File: src/rtl/vlss_pkg.sv
package vlss_pkg;

  localparam int LANE_W = 10;
  localparam int SYM_W  = 3 * LANE_W;

  typedef logic [LANE_W-1:0] lane_sym_t;
  typedef logic [SYM_W-1:0]  sym_word_t;

  localparam lane_sym_t GUARD_OUTER = 10'h2CC;
  localparam lane_sym_t GUARD_MID   = 10'h133;

  typedef enum logic [2:0] {
    SEG_PLAIN,
    SEG_VID_PRE,
    SEG_GUARD,
    SEG_ACTIVE,
    SEG_ISL_PRE,
    SEG_ISLAND
  } seg_e;

  // Control-period code for a pair of control bits {c1, c0}.
  function automatic lane_sym_t ctrl_code(input logic [1:0] pair);
    lane_sym_t code;
    case (pair)
      2'b00:   code = 10'h354;
      2'b01:   code = 10'h0AB;
      2'b10:   code = 10'h154;
      default: code = 10'h2AB;
    endcase
    return code;
  endfunction

  function automatic sym_word_t join_lanes(input lane_sym_t l0, input lane_sym_t l1,
                                           input lane_sym_t l2);
    return {l2, l1, l0};
  endfunction

endpackage

File: src/rtl/vlss_hcount.sv
module vlss_hcount #(
  parameter int H_TOTAL = 2200,
  localparam int HW = $clog2(H_TOTAL)
) (
  input  logic          clk,
  input  logic          rst,
  input  logic          step,
  output logic [HW-1:0] h_pos,
  output logic          eol
);

  localparam logic [HW-1:0] H_LAST = HW'(H_TOTAL - 1);

  assign eol = (h_pos == H_LAST);

  always_ff @(posedge clk) begin
    if (rst) begin
      h_pos <= '0;
    end else if (step) begin
      h_pos <= eol ? '0 : h_pos + 1'b1;
    end
  end

  // no step, no movement
  p_hpos_hold_r10: assert property (@(posedge clk) disable iff (rst)
    !step |=> $stable(h_pos));

  // a step inside the line moves exactly one symbol on
  p_hpos_walk_r3: assert property (@(posedge clk) disable iff (rst)
    (step && !eol) |=> (h_pos == $past(h_pos) + 1'b1));

endmodule

File: src/rtl/vlss_vcount.sv
module vlss_vcount #(
  parameter int V_FP    = 4,
  parameter int V_TOTAL = 1125,
  parameter int FRAME_W = 16,
  localparam int VW = $clog2(V_TOTAL)
) (
  input  logic               clk,
  input  logic               rst,
  input  logic               step,
  output logic [VW-1:0]      v_line,
  output logic [FRAME_W-1:0] frame_cnt
);

  localparam logic [VW-1:0] V_LAST   = VW'(V_TOTAL - 1);
  localparam logic [VW-1:0] VS_FIRST = VW'(V_FP);

  logic [VW-1:0] v_nxt;

  assign v_nxt = (v_line == V_LAST) ? '0 : v_line + 1'b1;

  always_ff @(posedge clk) begin
    if (rst) begin
      v_line    <= '0;
      frame_cnt <= '0;
    end else if (step) begin
      v_line <= v_nxt;
      if (v_nxt == VS_FIRST) begin
        frame_cnt <= frame_cnt + 1'b1;
      end
    end
  end

  // frame count only moves as the first vsync line is entered
  p_frame_on_vsync_r9: assert property (@(posedge clk) disable iff (rst)
    (frame_cnt != $past(frame_cnt)) |-> (v_line == VS_FIRST));

  // line index never leaves the frame
  p_line_range_r5: assert property (@(posedge clk) disable iff (rst)
    v_line <= V_LAST);

endmodule

File: src/rtl/vlss_compose.sv
module vlss_compose
  import vlss_pkg::*;
#(
  parameter int H_FP   = 88,
  parameter int H_SYNC = 44,
  parameter int H_BP   = 148,
  parameter int H_ACT  = 1920,
  parameter int V_FP   = 4,
  parameter int V_SYNC = 5,
  parameter int V_BP   = 36,
  parameter int V_ACT  = 1080,
  parameter int PRE_W  = 8,
  parameter int GB_W   = 2,
  parameter int ISL_W  = 32,
  localparam int H_TOTAL = H_FP + H_SYNC + H_BP + H_ACT,
  localparam int V_TOTAL = V_FP + V_SYNC + V_BP + V_ACT,
  localparam int HW = $clog2(H_TOTAL),
  localparam int VW = $clog2(V_TOTAL)
) (
  input  logic      clk,
  input  logic      rst,
  input  logic [HW-1:0] h_pos,
  input  logic [VW-1:0] v_line,
  input  sym_word_t island_data,
  output sym_word_t sym,
  output logic      active_win,
  output logic      island_win
);

  localparam int BP_BEG_I  = H_FP + H_SYNC;
  localparam int ACT_BEG_I = BP_BEG_I + H_BP;

  localparam logic [HW-1:0] SYNC_BEG    = HW'(H_FP);
  localparam logic [HW-1:0] BP_BEG      = HW'(BP_BEG_I);
  localparam logic [HW-1:0] ACT_BEG     = HW'(ACT_BEG_I);
  localparam logic [HW-1:0] ISL_PRE_BEG = HW'(BP_BEG_I - PRE_W - ISL_W);
  localparam logic [HW-1:0] ISL_BEG     = HW'(BP_BEG_I - ISL_W);
  localparam logic [HW-1:0] VPRE_BEG    = HW'(ACT_BEG_I - PRE_W - GB_W);
  localparam logic [HW-1:0] GUARD_BEG   = HW'(ACT_BEG_I - GB_W);

  localparam logic [VW-1:0] VS_BEG   = VW'(V_FP);
  localparam logic [VW-1:0] VS_END   = VW'(V_FP + V_SYNC);
  localparam logic [VW-1:0] VACT_BEG = VW'(V_FP + V_SYNC + V_BP);

  localparam sym_word_t ISL_PRE_SYM = join_lanes(ctrl_code(2'b00), ctrl_code(2'b01),
                                                 ctrl_code(2'b01));
  localparam sym_word_t GUARD_SYM   = join_lanes(GUARD_OUTER, GUARD_MID, GUARD_OUTER);

  logic vs_n, hs_n, act_line, first_vs;
  seg_e seg;

  // Vertical classification of the current line.
  always_comb begin
    vs_n     = !((v_line >= VS_BEG) && (v_line < VS_END));
    act_line = !(v_line < VACT_BEG);
    first_vs = (v_line == VS_BEG);
  end

  // Horizontal segment of the current symbol.
  always_comb begin
    hs_n = 1'b1;
    seg  = SEG_PLAIN;
    if (h_pos < SYNC_BEG) begin
      seg = SEG_PLAIN;
    end else if (h_pos < BP_BEG) begin
      hs_n = 1'b0;
      if (first_vs && !(h_pos < ISL_PRE_BEG)) begin
        seg = (h_pos < ISL_BEG) ? SEG_ISL_PRE : SEG_ISLAND;
      end
    end else if (h_pos < ACT_BEG) begin
      if (act_line && !(h_pos < VPRE_BEG)) begin
        seg = (h_pos < GUARD_BEG) ? SEG_VID_PRE : SEG_GUARD;
      end
    end else if (act_line) begin
      seg = SEG_ACTIVE;
    end
  end

  // Symbol build from segment and sync levels.
  always_comb begin
    case (seg)
      SEG_VID_PRE: sym = join_lanes(ctrl_code({vs_n, hs_n}), ctrl_code(2'b01),
                                    ctrl_code(2'b00));
      SEG_GUARD:   sym = GUARD_SYM;
      SEG_ACTIVE:  sym = '0;
      SEG_ISL_PRE: sym = join_lanes(ctrl_code({vs_n, hs_n}), ctrl_code(2'b01),
                                    ctrl_code(2'b01));
      SEG_ISLAND:  sym = island_data;
      default:     sym = join_lanes(ctrl_code({vs_n, hs_n}), ctrl_code(2'b00),
                                    ctrl_code(2'b00));
    endcase
    active_win = (seg == SEG_ACTIVE);
    island_win = (seg == SEG_ISLAND);
  end

  // an island window opens right after the island preamble
  p_island_after_pre_r8: assert property (@(posedge clk) disable iff (rst)
    $rose(island_win) |-> ($past(sym) == ISL_PRE_SYM));

  // active pixels open right after a guard symbol
  p_active_after_guard_r6: assert property (@(posedge clk) disable iff (rst)
    $rose(active_win) |-> ($past(sym) == GUARD_SYM));

endmodule

File: src/rtl/video_line_seq.sv
module video_line_seq
  import vlss_pkg::*;
#(
  parameter int H_FP    = 88,
  parameter int H_SYNC  = 44,
  parameter int H_BP    = 148,
  parameter int H_ACT   = 1920,
  parameter int V_FP    = 4,
  parameter int V_SYNC  = 5,
  parameter int V_BP    = 36,
  parameter int V_ACT   = 1080,
  parameter int PRE_W   = 8,
  parameter int GB_W    = 2,
  parameter int ISL_W   = 32,
  parameter int FRAME_W = 16
) (
  input  logic               clk,
  input  logic               rst,
  input  logic               sym_ready,
  input  logic [29:0]        island_data,
  output logic               sym_valid,
  output logic [29:0]        sym_data,
  output logic               active_win,
  output logic               island_win,
  output logic [FRAME_W-1:0] frame_cnt
);

  localparam int H_TOTAL = H_FP + H_SYNC + H_BP + H_ACT;
  localparam int V_TOTAL = V_FP + V_SYNC + V_BP + V_ACT;
  localparam int HW = $clog2(H_TOTAL);
  localparam int VW = $clog2(V_TOTAL);

  logic          valid_q;
  logic          advance;
  logic          eol;
  logic [HW-1:0] h_pos;
  logic [VW-1:0] v_line;

  always_ff @(posedge clk) begin
    if (rst) valid_q <= 1'b0;
    else     valid_q <= 1'b1;
  end

  assign sym_valid = valid_q;
  assign advance   = valid_q & sym_ready;

  vlss_hcount #(.H_TOTAL(H_TOTAL)) u_h (
    .clk   (clk),
    .rst   (rst),
    .step  (advance),
    .h_pos (h_pos),
    .eol   (eol)
  );

  vlss_vcount #(.V_FP(V_FP), .V_TOTAL(V_TOTAL), .FRAME_W(FRAME_W)) u_v (
    .clk       (clk),
    .rst       (rst),
    .step      (advance & eol),
    .v_line    (v_line),
    .frame_cnt (frame_cnt)
  );

  vlss_compose #(
    .H_FP(H_FP), .H_SYNC(H_SYNC), .H_BP(H_BP), .H_ACT(H_ACT),
    .V_FP(V_FP), .V_SYNC(V_SYNC), .V_BP(V_BP), .V_ACT(V_ACT),
    .PRE_W(PRE_W), .GB_W(GB_W), .ISL_W(ISL_W)
  ) u_c (
    .clk         (clk),
    .rst         (rst),
    .h_pos       (h_pos),
    .v_line      (v_line),
    .island_data (island_data),
    .sym         (sym_data),
    .active_win  (active_win),
    .island_win  (island_win)
  );

  // valid never drops once raised
  p_valid_sticky_r11: assert property (@(posedge clk) disable iff (rst)
    sym_valid |=> sym_valid);

  // a stalled symbol and its flags hold (island words follow their source)
  p_stall_hold_r10: assert property (@(posedge clk) disable iff (rst)
    (sym_valid && !sym_ready && !island_win) |=>
      ($stable(sym_data) && $stable(active_win) && $stable(island_win)));

  // nothing offered during reset
  p_reset_quiet_r1: assert property (@(posedge clk)
    rst |=> (!sym_valid && frame_cnt == '0));

endmodule

File: config.mk
export PLATFORM = sky130hd
export DESIGN_NAME = video_line_seq
export DESIGN_NICKNAME = d
export VERILOG_FILES = /design/src/rtl/vlss_pkg.sv /design/src/rtl/vlss_hcount.sv /design/src/rtl/vlss_vcount.sv /design/src/rtl/vlss_compose.sv /design/src/rtl/video_line_seq.sv
export SDC_FILE = /design/constraint.sdc
export NUM_CORES = 1
export LEC_CHECK = 0
export BUFFER_PORTS_ARGS = -buffer_cell sky130_fd_sc_hd__buf_4
export CORE_ASPECT_RATIO = 2
export CORE_UTILIZATION = 28
export CTS_BUF_LIST = sky130_fd_sc_hd__clkbuf_8 sky130_fd_sc_hd__clkbuf_16
export DETAILED_ROUTE_END_ITERATION = 8
export SETUP_SLACK_MARGIN = 0.4
export SYNTH_ARGS = -nofsm -noshare
export SYNTH_HDL_FRONTEND = slang
export SYNTH_HIERARCHICAL = 1
export SYNTH_SLANG_ARGS = --single-unit
File: constraint.sdc
create_clock -name clk -period 4.8 [get_ports clk]
set_input_delay 0.48 -clock clk [delete_from_list [all_inputs] [get_ports clk]]
set_output_delay 0.48 -clock clk [all_outputs]
set_load 0.01 [all_outputs]
* Word level (Yosys, flattened, before mapping)
Cells that the tools add are included. Widths: inputs -> output; s select.
Operators by class: eq/ne operators 11, order comparisons 10, $add $sub $neg 3, reductions and logical operators 9, mux-type cells 15, bitwise gates (word level) 2
Operators with widths (number):
- $pmux 30 s5 | 1
- $lt 12x7->1 const B | 3
- $lt 12x9->1 const B | 3
- $pmux 10 s3 | 1
- $eq 11x3->1 const B | 2
- $add 16x1->16 const B | 1
- $mux 3 | 5
- $add 12x1->12 const B | 1
- $eq 12x12->1 const B | 1
- $lt 12x8->1 const B | 1
- $mux 12 | 1
- $add 11x1->11 const B | 1
- $eq 11x11->1 const B | 1
- $ge 11x3->1 const B | 1
- $lt 11x4->1 const B | 1
- $lt 11x6->1 const B | 1
- $mux 11 | 1
- $eq 3x2->1 const B | 2
- $eq 3x3->1 const B | 2
- $logic_not 1->1 | 4
- $mux 1 | 4
- $mux 2 | 2
- $eq 3x1->1 const B | 1
- $logic_and 1x1->1 | 3
- 5 further kinds | 6
Word-level totals: input port bits 33, logic and storage cells 54, register bits after elaboration 40, output and inout port bits 49

* Logic depth before layout (Yosys ltp)
Gate-level depths: netlist of run 1.
depth in word-level cells 9, mapped depth 12, depth with buffers taken out 10

* By module
The synthesis of run 1 kept the hierarchy.
By module, submodules not included:
- vlss_vcount | seq. area each 540.5 um^2, times used 1, cells each 188, area an instance 1525.2 um^2
- vlss_compose | seq. area each 0.0 um^2, times used 1, cells each 124, area an instance 809.5 um^2
- vlss_hcount | seq. area each 240.2 um^2, times used 1, cells each 69, area an instance 620.6 um^2
- video_line_seq | seq. area each 20.0 um^2, times used 1, cells each 4, area an instance 36.3 um^2

* Least setup slack after synthesis of run 1
No wires, ideal clock.
path type register to output, from register u_h.h_pos[7], to output port sym_data[9], required time 4320 ps, data arrival time 2132 ps, path buffers 1, cell stages (with the launch flop) 9, setup slack 2188 ps, path through dfxtp_1 > clkbuf_1 > nor2b_1 > a32oi_1 > nor2_1 > inv_1 > ha_1 > a211o_1 > nand3_1
On the way: cells in the longest elaborated chain, start to end 9, elaborated cells on any way between the ends 30, those cells by class order compare (7); eq/ne (7); mux (11); reduce/logical (5)
RTL lines:
- start: declaration | RTL line vlss_hcount.sv:8 | output logic [HW-1:0] h_pos,
- start signal: assignment | RTL line vlss_hcount.sv:20 | h_pos <= eol ? '0 : h_pos + 1'b1;
- $lt 12x9->1 | RTL line vlss_compose.sv:71 | if (act_line && !(h_pos < VPRE_BEG)) begin
- $logic_not 1->1 | RTL line vlss_compose.sv:71
- $logic_and 1x1->1 | RTL line vlss_compose.sv:71
- $mux 3 | RTL line vlss_compose.sv:71
- $mux 3 | RTL line vlss_compose.sv:70 | end else if (h_pos < ACT_BEG) begin
- $mux 3 | RTL line vlss_compose.sv:65 | end else if (h_pos < BP_BEG) begin
- $mux 3 | RTL line vlss_compose.sv:63 | if (h_pos < SYNC_BEG) begin
- $eq 3x3->1, or another cell as far along | RTL line vlss_compose.sv:81 | case (seg)
- $pmux 30 s5 * | RTL line vlss_compose.sv:81
- end: declaration | RTL line video_line_seq.sv:22 | output logic [29:0] sym_data,
Mark *: on every way between the ends. The rest lies on a longest branch, timed or not.

* Final worst setup path of run 1
from register u_h.h_pos[4], to register u_v.frame_cnt[14]
On the way: cells in the longest elaborated chain, start to end 3
RTL lines:
- $eq 12x12->1 | RTL line vlss_hcount.sv:14 | assign eol = (h_pos == H_LAST);
- named net eol | RTL line video_line_seq.sv:35 | logic eol;
- $and 1x1->1 | RTL line video_line_seq.sv:58 | .step (advance & eol),
- $reduce_and 2->1 (no source line)
- end signal: assignment | RTL line vlss_vcount.sv:28 | frame_cnt <= frame_cnt + 1'b1;
- end: declaration | RTL line vlss_vcount.sv:11 | output logic [FRAME_W-1:0] frame_cnt
The timed path passes the listed nets, and every way through them passes these cells. A chain may end at the register's enable or synchronous reset.

==> flow_summary_export.csv, run 1 <==
group,metric,value,unit
detailed_routing,vias,3176,
floorplanning,rows,53,
worst_setup_path,path_class,"register to register",
cts,clk_pin_slew_worst_paths,0.06,ns
worst_setup_path,startpoint_type,"register",
power,power.internal,0.0005584,W
worst_setup_path,crit_path_end_kind,"register",
sta,worst_pin_slew,1.018,ns
placed_design,place_congestion,0.8331,
power,sw_frac_of_total,20.81,%
grt,met2_usage,28.11,%
sta,relSlewSlack,32.13,%
grt,grt_pass1_vias,2871,
finish,synthToLayoutAreaGrowth,27.14,%
floorplanning,die-area,11130,um^2
worst_setup_path,cp.required,5.01,ns
finish,multi_input_area,2002,um^2
synthesis,post-synth-top-count-cell,"nand2_1",
power,power_density,185.4,nW/um^2
grt,grt_pass1_wl,13160,um
detailed_routing,drc,0,
worst_setup_path,crit_start,"u_h/h_pos[4]$_SDFFE_PP0P_",
job,maxCapViolCount,0,
synthesis,synth_largest_area_cell,"dfxtp_1",
synthesis,ys.warnings.count,6,
sta,holdWs,0.4928,ns
status,status,"finished, final reports clean",
worst_setup_path,reg2reg_depth,9,
sta,hold_viol_final,0,
grt,grt.met1_usage,15.26,%
sta,setup_violations,0,
synthesis,seq_area_frac_synth,26.77,%
finish,n_fill_cell,1124,
power,seqPwrFrac,47.6,%
cts,postCtsSetupBuffers,0,
grt,antenna_found_initial,0,
power,p_leak,1.545,nW
detailed_routing,drt_iter0_drc,184,
synthesis,ys.flop_type,"dfxtp_1",
placed_design,dp_hpwl,6359,um
cts,cts_buffers,5,
sta,maxSlewViolCount,0,
synthesis,synth_edf_count,0,
worst_setup_path,crit_path_end,"u_v/frame_cnt[14]$_SDFFE_PP0P_",
sta,fin_setup_tns,0,ns
placed_design,numPortBuffers,81,
detailed_routing,dr.pass1.iters,4,
finish,drive_above_1_share,24.01,%
detailed_routing,antenna_left,0,
sta,fin_skew,0.004886,ns
cts,cts_resized,0,
cts,tritoncts,"yes",
cts,cts_hold_buf,0,
sta,rsz0062_at_grt,"false",
detailed_routing,wl_per_cell,14.44,um
synthesis,synth-seq-cells,40,
cts,clock_latency,0.28,ns
worst_hold_path,hp-class,"register to register",
grt,grt_max_degree,31,
synthesis,ys_async_sr_fraction,0,%
synthesis,syn_area_per_cell,7.770,um^2
power,switching_power,0.0001467,W
synthesis,netlist_area,2992,um^2
cts,htree_levels,2,
synthesis,synth_fp_nets,423,
detailed_routing,wl,8536,um
synthesis,yosys-top-cells-count,"nand2_1 (43), dfxtp_1 (40), a21oi_1 (30), o21ai_0 (29), nor2_1 (27)",
worst_setup_path,arrival,3.76,ns
grt,grt-busiest-layer,"met2",
finish,diodes,0,
synthesis,synthCells,385,
grt,grt_use_met3,2.033,%
finish,final_cells,591,
detailed_routing,via_per_inst,5.374,
worst_setup_path,r2r-end,"u_v/frame_cnt[14]$_SDFFE_PP0P_",
cts,clock_sink_count,40,
sta,finalCriticalPeriod,3.549,ns
cts,cts_root_buf,"clkbuf_16",
sta,finalCritPeriodShare,73.94,%
power,ir_drop,0.1538,mV
floorplanning,ios,82,
worst_setup_path,worstReg2RegStart,"u_h/h_pos[4]$_SDFFE_PP0P_",
worst_setup_path,r2r_slack,1.25,ns
synthesis,synth.top_cell.area_share,26.77,%
floorplanning,start_util,28.55,%
finish,final-seq-area,800.8,um^2
sta,fmax,281.7,MHz
power,combinationalPowerShare,4.7,%
grt,grt_overflow_total,0,
worst_setup_path,worstPathMaxFanout,30,
grt,grt.total_usage,15.03,%
synthesis,netlist_top_cells_area,"dfxtp_1 (27%), nand2_1 (5.4%), a21oi_1 (5.0%)",
cts,cts_buffer_depth,2,
floorplanning,die_x,75.09,um
synthesis,synth_cell_types,64,
power,clkPwrFrac,47.8,%
finish,nets,491,
placed_design,dpl.cell_count,583,
floorplanning,fp.coreArea,10480,um^2
floorplanning,die_y,148.2,um
## metal layers
metal,vias to the layer above,wire [um],part of all wire (%)
met3,19,522,6.1
met2,121,4421,52
met4,0,260,3.0
met1,1458,3332,39
li1,1578,-,-
met5,-,0,0
## worst min-delay path by stage
stage | start | end | slack (ns) | depth (start not counted)
after floorplan | u_h/h_pos[11]$_SDFFE_PP0P_ | u_h/h_pos[11]$_SDFFE_PP0P_ | 0.48 | 2
after global placement | u_v/frame_cnt[15]$_SDFFE_PP0P_ | u_v/frame_cnt[15]$_SDFFE_PP0P_ | 0.48 | 2
after detailed placement | u_v/frame_cnt[13]$_SDFFE_PP0P_ | u_v/frame_cnt[13]$_SDFFE_PP0P_ | 0.49 | 2
after CTS | u_v/frame_cnt[13]$_SDFFE_PP0P_ | u_v/frame_cnt[13]$_SDFFE_PP0P_ | 0.50 | 2
after global routing | u_v/frame_cnt[13]$_SDFFE_PP0P_ | u_v/frame_cnt[13]$_SDFFE_PP0P_ | 0.51 | 2
final | u_v/frame_cnt[15]$_SDFFE_PP0P_ | u_v/frame_cnt[15]$_SDFFE_PP0P_ | 0.49 | 2
## registers in the layout (all words and copies together), names as in the netlist
register,flops
u_h/h_pos,12
sym_valid,1
u_v/v_line,11
u_v/frame_cnt,16
## power by group through the flow
| stage | clock (W) | combinational (W) | sequential, W |
|---|---|---|---|
| 2_1_floorplan | 0 | 0.0000119 | 0.000342 |
| 3_3_place_gp | 0 | 0.0000325 | 0.000343 |
| 3_5_place_dp | 0 | 0.0000332 | 0.000343 |
| 4_1_cts | 0.000350 | 0.0000333 | 0.000335 |
| 5_1_grt | 0.000361 | 0.0000364 | 0.000335 |
| 6_report | 0.000337 | 0.0000329 | 0.000335 |
## layout by cell type, fill, tap and decap left out, types with 5 or more instances in the layout
| cell | count |
|---|---|
| o21ai_0 | 29 |
| a21o_1 | 6 |
| inv_1 | 14 |
| nand4_1 | 12 |
| and4_1 | 5 |
| ha_1 | 5 |
| clkbuf_16 | 5 |
| and3_1 | 9 |
| a211o_1 | 6 |
| dfxtp_1 | 40 |
| nor2_1 | 27 |
| buf_4 | 84 |
| or3_1 | 21 |
| a21oi_1 | 30 |
| xor2_1 | 8 |
| nand2_1 | 43 |
| nor4_1 | 6 |
| nor3_1 | 12 |
| nand3_1 | 19 |
## worst max-delay path, stage by stage, from the launching register on
cell and delay (ns):
dfxtp_1 0.54, or4b_4 0.54, nor3_1 0.16, and3_1 0.51, nand2_1 0.10, nor3_1 0.15
o2111a_1 0.23, o2111ai_2 0.52, or3_1 0.57, a21oi_1 0.15
## final cells by class
type	count	share of cell area [%]
clock buffer	6	3.651
clock inverter	2	0.2961
inverter	13	1.283
multi-input combinational	309	52.63
sequential	40	21.05
tap	137	4.507
timing repair buffer	84	16.58
## metrics by stage
stage	total power, W	setup WS, ns	area (um^2)	util, %
2_1_floorplan	0.0003543	2.188	2992	-
3_3_place_gp	0.0003751	1.377	3654	34.87
3_5_place_dp	0.0003758	1.282	3654	34.87
4_1_cts	0.0007188	1.262	3804	36.30
5_1_grt	0.0007332	0.9168	3804	36.30
6_report	0.0007052	1.251	3804	36.30
## kinds of logic after synthesis
kind of cell	synth area share [%]
muxes	1.715
and+or+nand+nor	32.87
buffers and inverters	6.525
AOI/OAI and AO/OA	26.52
DFF	26.77
adders and majority gates	2.091
xor gates and xnor gates	3.513
Power figures use the tool's default switching activity.
==> run 2, diff against run 1 <==
clock period = 3.4 ns   (was 4.8 ns; I/O delays follow)
==> run 2 against run 1 <==
Against the previous run: global-route usage increased by 0.42 points; die area unchanged; largest cell class unchanged; clock power rose by 80%; non-clock buffer count rose by 10; worst setup slack got worse by 0.76 ns; hold slack lost 0.11 ns; clock skew grew 0.0038 ns; critical endpoint is now sym_data[6]; count of clock-buffer cells in the layout shrank 1; largest power group unchanged; sequential power increased by 41%; total power is 60% higher.
==> flow_summary_export.csv, run 2 (synthesis gave the netlist of run 1 again) <==
group,metric,value,unit
status,status,"finished, final reports clean",
worst_setup_path,path_class,"register to output pin",
grt,met2_usage,29.46,%
cts,clock_latency,0.29,ns
grt,grt_pass1_vias,3037,
finish,largestRegisters,"u_v/frame_cnt x16, u_h/h_pos x12, u_v/v_line x11",
sta,hold_viol_final,0,
grt,grt_max_degree,31,
grt,grt_pass1_wl,13490,um
sta,finalCritPeriodShare,85.43,%
grt,grt_overflow_total,0,
floorplanning,fp.coreArea,10480,um^2
cts,htree_levels,2,
sta,fin_setup_tns,0,ns
worst_setup_path,r2r-end,"u_v/frame_cnt[10]$_SDFFE_PP0P_",
detailed_routing,drc,0,
power,p_leak,1.630,nW
floorplanning,die-area,11130,um^2
sta,fmax,344.3,MHz
sta,maxSlewViolCount,0,
cts,cts_buffer_depth,2,
worst_setup_path,arrival,2.56,ns
finish,regMostFlops,"u_v/frame_cnt",
worst_setup_path,startpoint_type,"register",
floorplanning,rows,53,
power,ir_drop,0.3730,mV
finish,multi_input_area,2103,um^2
finish,final_cell_mix,"buf_4 (94), nand2_1 (43), dfxtp_1 (38)",
placed_design,dp_hpwl,6298,um
floorplanning,die_x,75.09,um
finish,final-seq-area,803.3,um^2
detailed_routing,dr.pass1.iters,4,
detailed_routing,via_per_inst,5.407,
grt,grt-busiest-layer,"met2",
worst_hold_path,hp-class,"input port to register",
worst_setup_path,reg2reg_depth,9,
floorplanning,start_util,28.55,%
finish,drive_above_1_share,27.96,%
floorplanning,ios,82,
detailed_routing,vias,3255,
sta,worst_pin_slew,0.8283,ns
placed_design,numPortBuffers,81,
worst_setup_path,cp.required,3.06,ns
detailed_routing,wl,8834,um
sta,setup_violations,0,
cts,cts_root_buf,"clkbuf_16",
finish,nets,503,
cts,cts_buffers,5,
sta,rsz0062_at_grt,"false",
finish,synthToLayoutAreaGrowth,34.30,%
worst_setup_path,worstPathMaxFanout,10,
worst_setup_path,crit_start,"u_h/h_pos[8]$_SDFFE_PP0P_",
detailed_routing,wl_per_cell,14.67,um
finish,diodes,0,
floorplanning,die_y,148.2,um
sta,holdWs,0.3821,ns
detailed_routing,drt_iter0_drc,131,
grt,antenna_found_initial,0,
power,power_density,280.8,nW/um^2
worst_setup_path,crit_path_end,"sym_data[6]",
cts,clock_sink_count,40,
sta,fin_skew,0.008716,ns
worst_setup_path,worstReg2RegStart,"u_h/h_pos[3]$_SDFFE_PP0P_",
grt,grt.total_usage,15.45,%
cts,clk_pin_slew_worst_paths,0.06,ns
job,maxCapViolCount,0,
finish,n_fill_cell,1084,
sta,finalCriticalPeriod,2.905,ns
sta,relSlewSlack,44.36,%
finish,final_common_cell,"buf_4",
grt,grt_use_met3,2.710,%
finish,largest_reg_flops,16,
detailed_routing,antenna_left,0,
cts,tritoncts,"yes",
worst_setup_path,crit_path_end_kind,"output pin",
placed_design,place_congestion,0.8705,
grt,grt.met1_usage,14.39,%
worst_setup_path,r2r_slack,0.63,ns
[run 2: cell types whose count changed in the layout (fill, tap and decap cells not counted), moves of 2 or more]
cell       before  now
nor3_2          0    2
nor3_1         12   10
dfxtp_2         0    2
o2111ai_4       0    2
bufinv_16       0    2
dfxtp_1        40   38
buf_4          84   94
[run 2: worst min path at each step]
stage                                               from                             end  depth (start not counted)
after floorplan                                      rst               sym_valid$_DFF_P_                          1
after global placement    u_v/frame_cnt[15]$_SDFFE_PP0P_  u_v/frame_cnt[15]$_SDFFE_PP0P_                          2
after detailed placement  u_v/frame_cnt[15]$_SDFFE_PP0P_  u_v/frame_cnt[15]$_SDFFE_PP0P_                          2
after CTS                                            rst               sym_valid$_DFF_P_                          2
after global routing                                 rst               sym_valid$_DFF_P_                          2
final                                                rst               sym_valid$_DFF_P_                          2
[run 2: stage by stage]
step	cell area, um^2	total power, W	std cells	util, %	setup WS [ns]
floorplan	2992	0.0005002	385	-	0.8087
global placement	3714	0.0005299	591	35.44	0.3884
detailed placement	3714	0.0005310	591	35.44	0.3005
CTS	3928	0.001144	599	37.49	0.4099
global route	4018	0.001165	602	38.34	0.4020
finish	4018	0.001128	602	38.34	0.4955
[run 2: timing repair]
action | in CTS | in global routing
setup endpoints to repair | 32 | 42
gates resized for setup | 3 | 11
setup buffers | 1 | 1
cloned | 0 | 2
hold buffers | 0 | 0
pin swaps | 1 | 3
[run 2: report_power, final]
part | leakage (nW) | internal, W | switching [W] | total, W
clock network | 0.0899 | 0.000416 | 0.000192 | 0.000608
registers | 0.324 | 0.000471 | 0.00000252 | 0.000473
logic | 1.22 | 0.0000284 | 0.0000183 | 0.0000467
[run 2: worst max-delay path: stages (launching register included)]
cell	delay [ns]
dfxtp_1	0.31
buf_4	0.16
or4_4	0.56
a311o_4	0.41
a221oi_4	0.34
a31oi_4	0.11
a31o_1	0.26
buf_4	0.14
[run 2: per-layer routing]
layer | wire, um | vias to the layer above
li1 | - | 1597
met1 | 3294 | 1505
met2 | 4689 | 131
met3 | 562 | 22
met4 | 289 | 0
met5 | 0 | -
[run 2: final cells by class]
type	instances	share of cell area (%)
well taps	137	4.267
clock buffers	5	3.114
clock inverters	2	1.495
multi-input cells	311	52.35
repair buffers	94	17.56
flip-flops and latches	40	19.99
inverters	13	1.215
